===== src/rtl/rx_desc_pkg.sv =====
// Shared types for the receive descriptor pointer controller.
// Assumes: the state encoding is visible at the top-level ports.
package rx_desc_pkg;
    typedef enum logic [1:0] {
        ST_STOP = 2'd0,
        ST_RUN  = 2'd1,
        ST_SUSP = 2'd2,
        ST_POLL = 2'd3
    } rx_state_e;
endpackage


===== src/rtl/rx_base_reg.sv =====
// Base address holding register.
// Stores the aligned base when the write window is open and records that a
// new base is pending for the next start.
// Assumes: wr_open and take are never high together (the FSM guarantees it).
module rx_base_reg #(
    parameter int ADDR_W = 32,
    parameter int BUS_W  = 64
) (
    input  logic              clk,
    input  logic              rst_n,
    input  logic              wr_en,
    input  logic [ADDR_W-1:0] wr_data,
    input  logic              wr_open,
    input  logic              take,
    output logic [ADDR_W-1:0] base_q,
    output logic              pend_q
);
    localparam int LOW_BITS = $clog2(BUS_W / 8);
    localparam logic [ADDR_W-1:0] ALIGN_MASK = {ADDR_W{1'b1}} << LOW_BITS;

    // Capture an aligned base on an open write; drop pending once taken.
    always_ff @(posedge clk) begin
        if (!rst_n) begin
            base_q <= '0;
            pend_q <= 1'b0;
        end else if (wr_en && wr_open) begin
            base_q <= wr_data & ALIGN_MASK;
            pend_q <= 1'b1;
        end else if (take) begin
            pend_q <= 1'b0;
        end
    end

    AST_BASE_GATED: assert property (@(posedge clk) disable iff (!rst_n)
        !wr_open |=> $stable(base_q));
    AST_BASE_TAKEN: assert property (@(posedge clk) disable iff (!rst_n)
        (take && !wr_en) |=> !pend_q);
endmodule


===== src/rtl/rx_run_fsm.sv =====
// Run-state sequencer: stopped / running / suspended / poll-fetch.
// Also owns the sticky receive-unavailable flag.
// Assumes: fetch_ack is meaningful only while fetch_req is high.
module rx_run_fsm
    import rx_desc_pkg::*;
(
    input  logic      clk,
    input  logic      rst_n,
    input  logic      run,
    input  logic      poll,
    input  logic      ack,
    input  logic      host_owned,
    input  logic      clr,
    output rx_state_e state_q,
    output logic      flag_q,
    output logic      start_evt,
    output logic      step,
    output logic      wr_open,
    output logic      fetch_req
);
    rx_state_e state_d;
    logic      flag_set;

    // Decode the events that other blocks act on.
    always_comb begin
        start_evt = (state_q == ST_STOP) && run;
        wr_open   = (state_q == ST_STOP) && !run;
        step      = (state_q == ST_RUN) && run && ack && !host_owned;
        flag_set  = (state_q == ST_RUN) && run && ack && host_owned;
        fetch_req = (state_q == ST_RUN) || (state_q == ST_POLL);
    end

    // Next-state selection; a low enable stops from any state.
    always_comb begin
        state_d = state_q;
        if (!run) begin
            state_d = ST_STOP;
        end else begin
            case (state_q)
                ST_STOP: state_d = ST_RUN;
                ST_RUN:  if (ack && host_owned) state_d = ST_SUSP;
                ST_SUSP: if (poll) state_d = ST_POLL;
                ST_POLL: if (ack) state_d = host_owned ? ST_SUSP : ST_RUN;
                default: state_d = ST_STOP;
            endcase
        end
    end

    // State register.
    always_ff @(posedge clk) begin
        if (!rst_n) state_q <= ST_STOP;
        else        state_q <= state_d;
    end

    // Sticky unavailable flag, set has priority over clear.
    always_ff @(posedge clk) begin
        if (!rst_n)        flag_q <= 1'b0;
        else if (flag_set) flag_q <= 1'b1;
        else if (clr)      flag_q <= 1'b0;
    end

    AST_STOP_ON_DISABLE: assert property (@(posedge clk) disable iff (!rst_n)
        !run |=> state_q == ST_STOP);
    AST_HOST_SUSPENDS: assert property (@(posedge clk) disable iff (!rst_n)
        (state_q == ST_RUN && run && ack && host_owned) |=> (state_q == ST_SUSP && flag_q));
    AST_POLL_ENTERS: assert property (@(posedge clk) disable iff (!rst_n)
        (state_q == ST_SUSP && run && poll) |=> state_q == ST_POLL);
    AST_POLL_QUIET: assert property (@(posedge clk) disable iff (!rst_n)
        (state_q == ST_POLL && run && ack && host_owned && !clr) |=> (state_q == ST_SUSP && $stable(flag_q)));
    AST_POLL_RESUMES: assert property (@(posedge clk) disable iff (!rst_n)
        (state_q == ST_POLL && run && ack && !host_owned) |=> state_q == ST_RUN);
    AST_RUN_IGNORES_POLL: assert property (@(posedge clk) disable iff (!rst_n)
        (state_q == ST_RUN && run && !ack) |=> state_q == ST_RUN);
endmodule


===== src/rtl/rx_ptr_unit.sv =====
// Current descriptor pointer.
// On start loads the pending base, otherwise keeps its value; steps by one
// descriptor each time a DMA-owned descriptor is consumed.
// Assumes: DESC_BYTES is a multiple of the bus width in bytes.
module rx_ptr_unit #(
    parameter int ADDR_W     = 32,
    parameter int BUS_W      = 64,
    parameter int DESC_BYTES = 16
) (
    input  logic              clk,
    input  logic              rst_n,
    input  logic              start_evt,
    input  logic              base_pend,
    input  logic [ADDR_W-1:0] base_val,
    input  logic              step,
    output logic [ADDR_W-1:0] ptr_q
);
    localparam int LOW_BITS = $clog2(BUS_W / 8);
    localparam logic [ADDR_W-1:0] STEP_VAL = ADDR_W'(DESC_BYTES);

    // Load on start with a new base, advance on consume.
    always_ff @(posedge clk) begin
        if (!rst_n) begin
            ptr_q <= '0;
        end else if (start_evt) begin
            if (base_pend) ptr_q <= base_val;
        end else if (step) begin
            ptr_q <= ptr_q + STEP_VAL;
        end
    end

    AST_PTR_STEP: assert property (@(posedge clk) disable iff (!rst_n)
        (step && !start_evt) |=> ptr_q == $past(ptr_q) + STEP_VAL);
    AST_PTR_RESUME: assert property (@(posedge clk) disable iff (!rst_n)
        (start_evt && !base_pend) |=> $stable(ptr_q));
    AST_PTR_ALIGNED: assert property (@(posedge clk) disable iff (!rst_n)
        ptr_q[LOW_BITS-1:0] == '0);
endmodule


===== src/rtl/rx_desc_ptr_ctrl.sv =====
// Receive descriptor pointer controller, top level.
// Ties together the base register, run sequencer and pointer unit.
// Assumes: a single fetch is outstanding at a time and fetch_ack is a
// one-cycle pulse qualified by fetch_req.
module rx_desc_ptr_ctrl #(
    parameter int ADDR_W     = 32,
    parameter int BUS_W      = 64,
    parameter int DESC_BYTES = 16
) (
    input  logic              clk,
    input  logic              rst_n,
    input  logic              rx_enable,
    input  logic              base_wr_en,
    input  logic [ADDR_W-1:0] base_wr_data,
    input  logic              poll_wr_en,
    input  logic              fetch_ack,
    input  logic              fetch_host_owned,
    input  logic              unavail_clr,
    output logic              fetch_req,
    output logic [ADDR_W-1:0] fetch_addr,
    output logic [1:0]        rx_state,
    output logic [ADDR_W-1:0] cur_ptr,
    output logic [ADDR_W-1:0] base_rd,
    output logic              unavail_flag
);
    import rx_desc_pkg::*;

    rx_state_e st;
    logic      start_evt, step, wr_open, pend;

    rx_run_fsm u_fsm (
        .clk        (clk),
        .rst_n      (rst_n),
        .run        (rx_enable),
        .poll       (poll_wr_en),
        .ack        (fetch_ack),
        .host_owned (fetch_host_owned),
        .clr        (unavail_clr),
        .state_q    (st),
        .flag_q     (unavail_flag),
        .start_evt  (start_evt),
        .step       (step),
        .wr_open    (wr_open),
        .fetch_req  (fetch_req)
    );

    rx_base_reg #(.ADDR_W(ADDR_W), .BUS_W(BUS_W)) u_base (
        .clk     (clk),
        .rst_n   (rst_n),
        .wr_en   (base_wr_en),
        .wr_data (base_wr_data),
        .wr_open (wr_open),
        .take    (start_evt),
        .base_q  (base_rd),
        .pend_q  (pend)
    );

    rx_ptr_unit #(.ADDR_W(ADDR_W), .BUS_W(BUS_W), .DESC_BYTES(DESC_BYTES)) u_ptr (
        .clk       (clk),
        .rst_n     (rst_n),
        .start_evt (start_evt),
        .base_pend (pend),
        .base_val  (base_rd),
        .step      (step),
        .ptr_q     (cur_ptr)
    );

    // Present the state and fetch address at the ports.
    always_comb begin
        rx_state   = st;
        fetch_addr = cur_ptr;
    end

    AST_FETCH_IN_ACTIVE: assert property (@(posedge clk) disable iff (!rst_n)
        fetch_req |-> (rx_state == 2'd1 || rx_state == 2'd3));
    AST_STOP_KEEPS_PTR: assert property (@(posedge clk) disable iff (!rst_n)
        (rx_state != 2'd0 && !rx_enable) |=> $stable(cur_ptr));
endmodule


===== config.mk =====
export PLATFORM = sky130hd
export DESIGN_NAME = rx_desc_ptr_ctrl
export DESIGN_NICKNAME = d
export VERILOG_FILES = /design/src/rtl/rx_desc_pkg.sv /design/src/rtl/rx_base_reg.sv /design/src/rtl/rx_run_fsm.sv /design/src/rtl/rx_ptr_unit.sv /design/src/rtl/rx_desc_ptr_ctrl.sv
export SDC_FILE = /design/constraint.sdc
export NUM_CORES = 1
export LEC_CHECK = 0
export CORE_MARGIN = 2
export CORE_UTILIZATION = 55
export DETAILED_ROUTE_END_ITERATION = 16
export DONT_BUFFER_PORTS = 1
export PLACE_DENSITY_LB_ADDON = 0.2
export SYNTH_ARGS = -nofsm -noshare
export SYNTH_HDL_FRONTEND = slang
export SYNTH_SLANG_ARGS = --single-unit

===== constraint.sdc =====
create_clock -name clk -period 4.3 [get_ports clk]
set_input_delay 0.86 -clock clk [delete_from_list [all_inputs] [get_ports clk]]
set_output_delay 0.86 -clock clk [all_outputs]
set_load 0.01 [all_outputs]

==> flow_summary.ini, run 1 <==
[synthesis]
ys_seq_area_share_pct = 37.63
yosysWarnings = 0
yosys_most_used_dff = dfxtp_1
syn_avg_cell_area_um2 = 7.670
syn_inst = 430
synthTopCellsByCount = nand2_1, dfxtp_1, a21oi_1, buf_4, clkbuf_1
synth_most_common_cell = nand2_1
yosys.area.top_type_share_pct = 37.63
synth_edf_count = 0
yosys-top-cells-area = dfxtp_1, nand2_1, buf_4
synth_top_area_cell = dfxtp_1
ys_ff_latch = 62
synthArstFlopShare_pct = 0
synth_cell_types = 52
syn_area_um2 = 3298

[worst_hold_path]
hold_path_class = flip-flop to flip-flop

[placement]
portBuffers = 0
hpwlAfterDp_um = 5388
dp_cells = 446
gp_congestion = 0.8883
place_ws_ns = 1.614

[pwr]
p_int_uw = 834.8
netSwitchingFraction_pct = 26.46
p_clk_share_pct = 37.5
combinationalPowerShare_pct = 7.3
power_leakage_uw = 0.001093
power_density_nw_per_um2 = 356.5
vdd_drop_max_mv = 0.1636
seq_power_share_pct = 55.1
p_switching_uw = 300.3

[timing]
fin_ws_ns = 1.776
max_freq_mhz = 396.1
setup_tns_ns = 0
rsz0062_at_grt = no
relSlewSlack_pct = 18.82
period_minus_slack_ns = 2.524
tightest_slew_ns = 1.218
hold_violations = 0
setup_viol = 0
fin_skew_ns = 0.005672
whs_ns = 0.5112
period_share_pct = 58.71
drv_slew = 0

[clock_network]
htree_num_levels = 3
clockBufferDepth = 2
hold_buffers = 0
clk_latency_ns = 0.33
cts_setup_buffers = 0
cts_tree = built
numCtsBuffers = 9
cts-root-buf = clkbuf_8
path_clk_slew_ns = 0.06
ctsResizeCount = 0
clkSinkCount = 62

[detailed_routing]
wl_met3_um = 779
met2WireLength_um = 3751
via_per_inst = 6.211
drt-met1-wl_um = 3644
drt_iter0_drc = 220
vias = 2857
routed_wl_um = 8254
top_layer = met4
route.detailed.drc = 0
first_pass_iters = 5
ant_nets = 0
wire_per_inst_um = 17.94

[critical_path]
worstPathRequired_ns = 4.58
critPathKind = flip-flop to flip-flop
path_max_fanout = 14
start_kind = flip-flop
cp-end-kind = flip-flop
worstPathArrival_ns = 2.80

[global_route]
grt_pass1_vias = 2466
grt_pass1_wl_um = 12590
global_route.overflow_total = 0
grtUsageTotal_pct = 24.93
grt_max_degree = 31
antenna_found_initial = 0

[die]
dieArea_um2 = 6632
num_rows = 28
initial_core_util_pct = 56.37
die_width_um = 81.44
ios = 140
fp.coreArea_um2 = 5851
die_h_um = 81.44

[job]
cap_violations = 0

[finish]
fin_cells = 460
num-fill-cells = 559
diodes = 0
num-nets-final = 423
layout-drive-gt1-share_pct = 6.494
area_growth_syn_to_layout_pct = -3.452
final_util_pct = 54.43

[outcome]
run_status = finished, final reports clean
-- flip-flops by register name, summed over array words and instances, names as in the netlist --
| register | count |
|---|---|
| u_fsm.flag_q | 1 |
| u_base.base_q | 29 |
| u_fsm.state_q | 2 |
| u_base.pend_q | 1 |
| u_ptr.ptr_q | 29 |
-- cells in the final DEF (no fill, tap or decap), types with 2 or more instances in the layout --
master / netlist / routed
nand2_1: 91 / 91
dfxtp_1: 62 / 62
a21oi_1: 55 / 55
nand3_1: 17 / 17
nor2_1: 18 / 17
o21ai_0: 14 / 14
clkbuf_8: 0 / 10
conb_1: 1 / 9
and3_1: 8 / 8
nand4_1: 8 / 8
nor3_1: 8 / 8
a31oi_1: 7 / 7
a311oi_1: 5 / 5
and2_1: 4 / 4
o211ai_1: 4 / 4
mux2i_1: 4 / 4
o21ai_1: 4 / 4
and4_1: 3 / 3
or3_1: 3 / 3
inv_1: 3 / 3
mux2_1: 3 / 3
mux2_2: 3 / 3
nand2b_1: 2 / 2
nand3b_1: 2 / 2
nor2_4: 2 / 2
a41oi_1: 2 / 2
o221a_1: 2 / 2
nor4_1: 2 / 2
o221a_2: 2 / 2
xnor2_1: 2 / 2
a32oi_1: 2 / 2
o22ai_1: 2 / 2
clkbuf_1: 20 / 2
clkinv_2: 0 / 2
buf_4: 40 / 2
-- per-stage QoR --
stage	instance area, um^2	total power (uW)
floorplan	3328	712.2
global placement	3029	719.4
detailed placement	3029	721.6
CTS	3184	1145
global route	3184	1181
finish	3184	1135
-- kinds of logic after synthesis --
logic type	count (synthesis)	synth area share (%)
other cells	1	0.1137
fa+ha+maj	1	0.3793
xor+xnor	3	0.7968
mux	10	3.262
flops	62	37.63
compound gates	107	19.61
simple gates	174	25.23
buf+inv	72	12.97
-- worst paths after layout --
kind | from | end | slack [ns] | cells after the start
min | u_base.base_q[7] | u_base.base_q[7] | 0.51 | 2
max reg2reg | u_fsm.state_q[0] | u_ptr.ptr_q[22] | 1.78 | 5
min reg2reg | u_base.base_q[7] | u_base.base_q[7] | 0.51 | 2
max | u_fsm.state_q[0] | u_ptr.ptr_q[22] | 1.78 | 5
-- per-layer routing --
metal | GRT usage, % | vias to the layer above
li1 | - | 1376
met1 | 32.71 | 1329
met2 | 38.44 | 145
met3 | 7.802 | 7
met4 | 9.322 | 0
met5 | 0 | -
-- power by group through the flow --
stage,Clock [uW],Sequential (uW),Combinational [uW]
floorplan,0,627,85.0
global placement,0,638,81.0
detailed placement,0,639,82.6
CTS,436,626,82.9
global route,458,629,94.5
finish,426,626,83.3
-- worst max-delay path, cell delays in order (launching register included) --
cell	delay, ns
dfxtp_1	0.62
nand3b_1	0.27
a21oi_1	0.99
o21ai_0	0.21
o21ai_0	0.21
o311a_1	0.17
-- layout make-up --
type,instances,area [um^2],area share (%)
flip-flops and latches,62,1241,38.98
clock buffers,12,145.1,4.558
well taps,75,93.84,2.947
inverters,3,11.26,0.3536
repair buffers,2,15.01,0.4715
multi-input cells,304,1668,52.38
clock inverters,2,10.01,0.3143
Note: power is estimated with default switching activity, not from simulation.
==> inputs of run 2 (changes only) <==
==> constraint.sdc (replaced) <==
create_clock -name clk -period 2.43 [get_ports clk]
set_input_delay 0.486 -clock clk [delete_from_list [all_inputs] [get_ports clk]]
set_output_delay 0.486 -clock clk [all_outputs]
set_load 0.01 [all_outputs]
==> run 2 against run 1 <==
Fmax increased by 21%. Cell area rose by 6.8%. Utilization rose by 3.7 points. Register-to-register slack got worse by 1.4 ns. Critical path type unchanged. Total power increased by 94%. Clock power increased by 120%.
==> flow_summary.ini, run 2 (same netlist as run 1, synthesis figures left out) <==
[critical_path]
cp_common_cell = nand2_1
critPathKind = flip-flop to flip-flop
path_max_fanout = 29
worstPathRequired_ns = 2.70
critPathTopFamily = simple AND/OR/NAND/NOR gates
slowest_stage = nor2_2
cpPeakStageDelay_ns = 0.93
cp-end-kind = flip-flop
timing.critical_path.buf_inv = 0
start_kind = flip-flop
crit_chain = nor2_1 -> nand2_1 -> nor2_2 -> nand2_1 -> a21oi_1
worstPathArrival_ns = 2.36

[finish]
num-nets-final = 446
final_cell_mix = nand2_1, dfxtp_1, a21oi_1
layout-drive-gt1-share_pct = 12.44
fin_area_um2 = 3402
final_common_cell = nand2_1
diodes = 0
reg_top3 = u_base.base_q (29), u_ptr.ptr_q (29), u_fsm.state_q (2)
area_growth_syn_to_layout_pct = 3.149
fin_cells = 485

[worst_hold_path]
hold_path_class = input port to flip-flop

[placement]
place_ws_ns = 0.3482
gp_congestion = 0.8410
hpwlAfterDp_um = 5866
placed_cell_area_um2 = 3202
portBuffers = 0
dp_cells = 469

[clock_network]
ctsResizeCount = 0
cts_tree = built
hold_buffers = 0
clkSinkCount = 62
path_clk_slew_ns = 0.07
htree_num_levels = 3
clk_latency_ns = 0.34
numCtsBuffers = 9
clockBufferDepth = 2
cts_setup_buffers = 0
cts-root-buf = clkbuf_8

[die]
dieArea_um2 = 6632
die_width_um = 81.44
die_h_um = 81.44
ios = 140
initial_core_util_pct = 56.37
num_rows = 28
fp.coreArea_um2 = 5851

[detailed_routing]
ant_nets = 0
via_per_inst = 6.080
route.detailed.drc = 0
vias = 2949
wire_per_inst_um = 17.96
routed_wl_um = 8709
first_pass_iters = 5
drt_iter0_drc = 169

[global_route]
grt_pass1_wl_um = 13410
grt_max_degree = 31
grt_pass1_vias = 2649
grtUsageTotal_pct = 26.90
antenna_found_initial = 0
global_route.overflow_total = 0

[pwr]
vdd_drop_max_mv = 0.3780
power_leakage_uw = 0.001238
power_density_nw_per_um2 = 648.2

[job]
cap_violations = 0

[timing]
period_share_pct = 86.05
rsz0062_at_grt = no
period_minus_slack_ns = 2.091
fin_ws_ns = 0.3391
max_freq_mhz = 478.3
whs_ns = 0.2718
setup_viol = 0
setup_tns_ns = 0
hold_violations = 0
drv_slew = 0
relSlewSlack_pct = 17.48
tightest_slew_ns = 1.236
fin_skew_ns = 0.008845

[outcome]
run_status = finished, final reports clean
[run 2: layout make-up]
cell class | instances | area, um^2
inverter | 3 | 11.26
sequential | 62 | 1241
clock inverter | 4 | 45.04
timing repair buffer | 25 | 187.7
multi-input combinational | 304 | 1668
clock buffer | 12 | 155.1
fill | 543 | 2449
tap | 75 | 93.84
[run 2: path summary, 6_finish.rpt]
path | slack (ns) | depth (start not counted) | startpoint | to
worst max-delay path | 0.34 | 5 | u_fsm.state_q[0] | u_base.base_q[23]
worst min-delay path | 0.27 | 2 | base_wr_data[21] | u_base.base_q[21]
worst max register to register | 0.34 | 5 | u_fsm.state_q[0] | u_base.base_q[23]
worst min register to register | 0.52 | 2 | u_base.base_q[19] | u_base.base_q[19]
[run 2: metrics by stage]
stage	total power, uW	utilization [%]
after floorplan	1260	-
after global placement	1287	54.73
after detailed placement	1293	54.73
after CTS	2214	58.15
after global routing	2282	58.15
final	2205	58.15
[run 2: power by group]
group	total, uW	switching [uW]	internal (uW)
Clock	934	409	525
Sequential	1090	47.7	1050
Combinational	176	118	57.8
Total	2210	575	1630
[run 2: per-layer routing]
metal / track usage (%) / wire length [um] / vias up
met1: 34.88 / 3944 / 1383
met3: 9.121 / 735 / 9
met4: 9.831 / 121 / 0
met2: 41.48 / 3908 / 140
met5: 0 / 0 / -
li1: - / - / 1417
==> inputs of run 3 (changes only) <==
--- a/config.mk
+++ b/config.mk
@@ -5,10 +5,12 @@
 export SDC_FILE = /design/constraint.sdc
 export NUM_CORES = 1
 export LEC_CHECK = 0
-export CORE_MARGIN = 2
+export CORE_MARGIN = 3
 export CORE_UTILIZATION = 55
+export CTS_CLUSTER_DIAMETER = 200
 export DETAILED_ROUTE_END_ITERATION = 16
 export DONT_BUFFER_PORTS = 1
+export HOLD_SLACK_MARGIN = 0.15
 export PLACE_DENSITY_LB_ADDON = 0.2
 export SYNTH_ARGS = -nofsm -noshare
 export SYNTH_HDL_FRONTEND = slang
==> run 3 against run 2 <==
Cell count decreased by 1.2%. Critical path depth unchanged. Global-route usage decreased by 1.7 points. Largest cell class unchanged. Critical path type unchanged.
==> flow_summary.ini, run 3 (same netlist as run 1, synthesis figures left out) <==
[outcome]
run_status = finished, final reports clean

[timing]
fin_ws_ns = 0.3993
relSlewSlack_pct = 53.10
period_minus_slack_ns = 2.031
setup_viol = 0
hold_violations = 0
fin_skew_ns = 0.004454
rsz0062_at_grt = no
drv_slew = 0
max_freq_mhz = 492.5
whs_ns = 0.2666
tightest_slew_ns = 0.7035
period_share_pct = 83.57
setup_tns_ns = 0

[detailed_routing]
drt_iter0_drc = 189
ant_nets = 0
route.detailed.drc = 0
via_per_inst = 6.157
vias = 2949
routed_wl_um = 8764
first_pass_iters = 4
wire_per_inst_um = 18.30

[critical_path]
timing.critical_path.buf_inv = 0
path_max_fanout = 14
critPathTopFamily = simple AND/OR/NAND/NOR gates
critPathKind = flip-flop to flip-flop
worstPathRequired_ns = 2.70
cpPeakStageDelay_ns = 0.63
crit_chain = nand3b_1 -> nor2_4 -> nand4_4 -> or3_1 -> a31oi_1
worstPathArrival_ns = 2.30
slowest_stage = dfxtp_1
start_kind = flip-flop
cp-end-kind = flip-flop

[finish]
final_util_pct = 59.72
layout-drive-gt1-share_pct = 11.55
area_growth_syn_to_layout_pct = 2.162
multi_input_area_um2 = 1668
num-nets-final = 444
diodes = 0
final_cell_mix = nand2_1, dfxtp_1, a21oi_1
reg_top3 = u_base.base_q (29), u_ptr.ptr_q (29), u_fsm.state_q (2)
final_common_cell = nand2_1
regArea_um2 = 1241
num-fill-cells = 512

[global_route]
grt.met1_usage_pct = 31.91
antenna_found_initial = 0
met3_usage_pct = 9.325
grt_max_degree = 31
grt_pass1_vias = 2760
busiest_layer = met2
grtUsageTotal_pct = 25.23
global_route.overflow_total = 0
grt_pass1_wl_um = 14210
met2_usage_pct = 39.87

[pwr]
power_density_nw_per_um2 = 634.7
power_leakage_uw = 0.001217
vdd_drop_max_mv = 0.3693

[clock_network]
numCtsBuffers = 9
htree_num_levels = 3
cts_setup_buffers = 0
cts_tree = built
path_clk_slew_ns = 0.07
clk_latency_ns = 0.35
clockBufferDepth = 2
ctsResizeCount = 0
cts-root-buf = clkbuf_8
hold_buffers = 0
clkSinkCount = 62

[placement]
place_ws_ns = 0.3872
portBuffers = 0
gp_congestion = 0.8549
hpwlAfterDp_um = 5956

[worst_hold_path]
hold_path_class = input port to flip-flop

[die]
ios = 140
die_width_um = 83.44
initial_core_util_pct = 58.46
dieArea_um2 = 6962
num_rows = 27
die_h_um = 83.44
fp.coreArea_um2 = 5642

[job]
cap_violations = 0
-- run 3: cell types whose count changed in the layout (fill, tap and decap cells not counted), sizes merged --
cell | previous run | this run
clkbuf | 12 | 15
clkinv | 3 | 0
buf | 25 | 23
bufinv | 1 | 0
-- run 3: layout make-up --
cell class,count,share of cell area (%)
Clock buffer,15,5.533
Inverter,3,0.3342
Multi-Input combinational cell,304,49.50
Sequential cell,62,36.84
Tap cell,72,2.674
Timing Repair Buffer,23,5.124
-- run 3: path summary, 6_finish.rpt --
kind                            depth (start not counted)                to              from  slack (ns)
worst max-delay path                                    5   u_ptr.ptr_q[30]  u_fsm.state_q[0]        0.40
worst max register to register                          5   u_ptr.ptr_q[30]  u_fsm.state_q[0]        0.40
worst min-delay path                                    1    u_ptr.ptr_q[8]             rst_n        0.27
worst min register to register                          2  u_base.base_q[3]  u_base.base_q[3]        0.52
-- run 3: report_power, final --
| group | internal (uW) | total, uW | switching (uW) | leakage [uW] |
|---|---|---|---|---|
| combinational | 55.1 | 166 | 111 | 0.000618 |
| clock | 478 | 871 | 394 | 0.0000958 |
| sequential | 1050 | 1100 | 53.6 | 0.000503 |
| total | 1580 | 2140 | 558 | 0.00122 |
-- run 3: per-layer routing --
metal | vias up | share of wire [%]
met5 | - | 0
met4 | 0 | 1.4
met3 | 12 | 11
met2 | 151 | 46
met1 | 1373 | 42
li1 | 1413 | -
-- run 3: per-stage QoR --
step	cell area, um^2	total power, uW	instances
2_1_floorplan	3328	1260	438
3_3_place_gp	3183	1284	464
3_5_place_dp	3183	1289	464
4_1_cts	3369	2144	479
5_1_grt	3369	2228	479
6_report	3369	2139	479
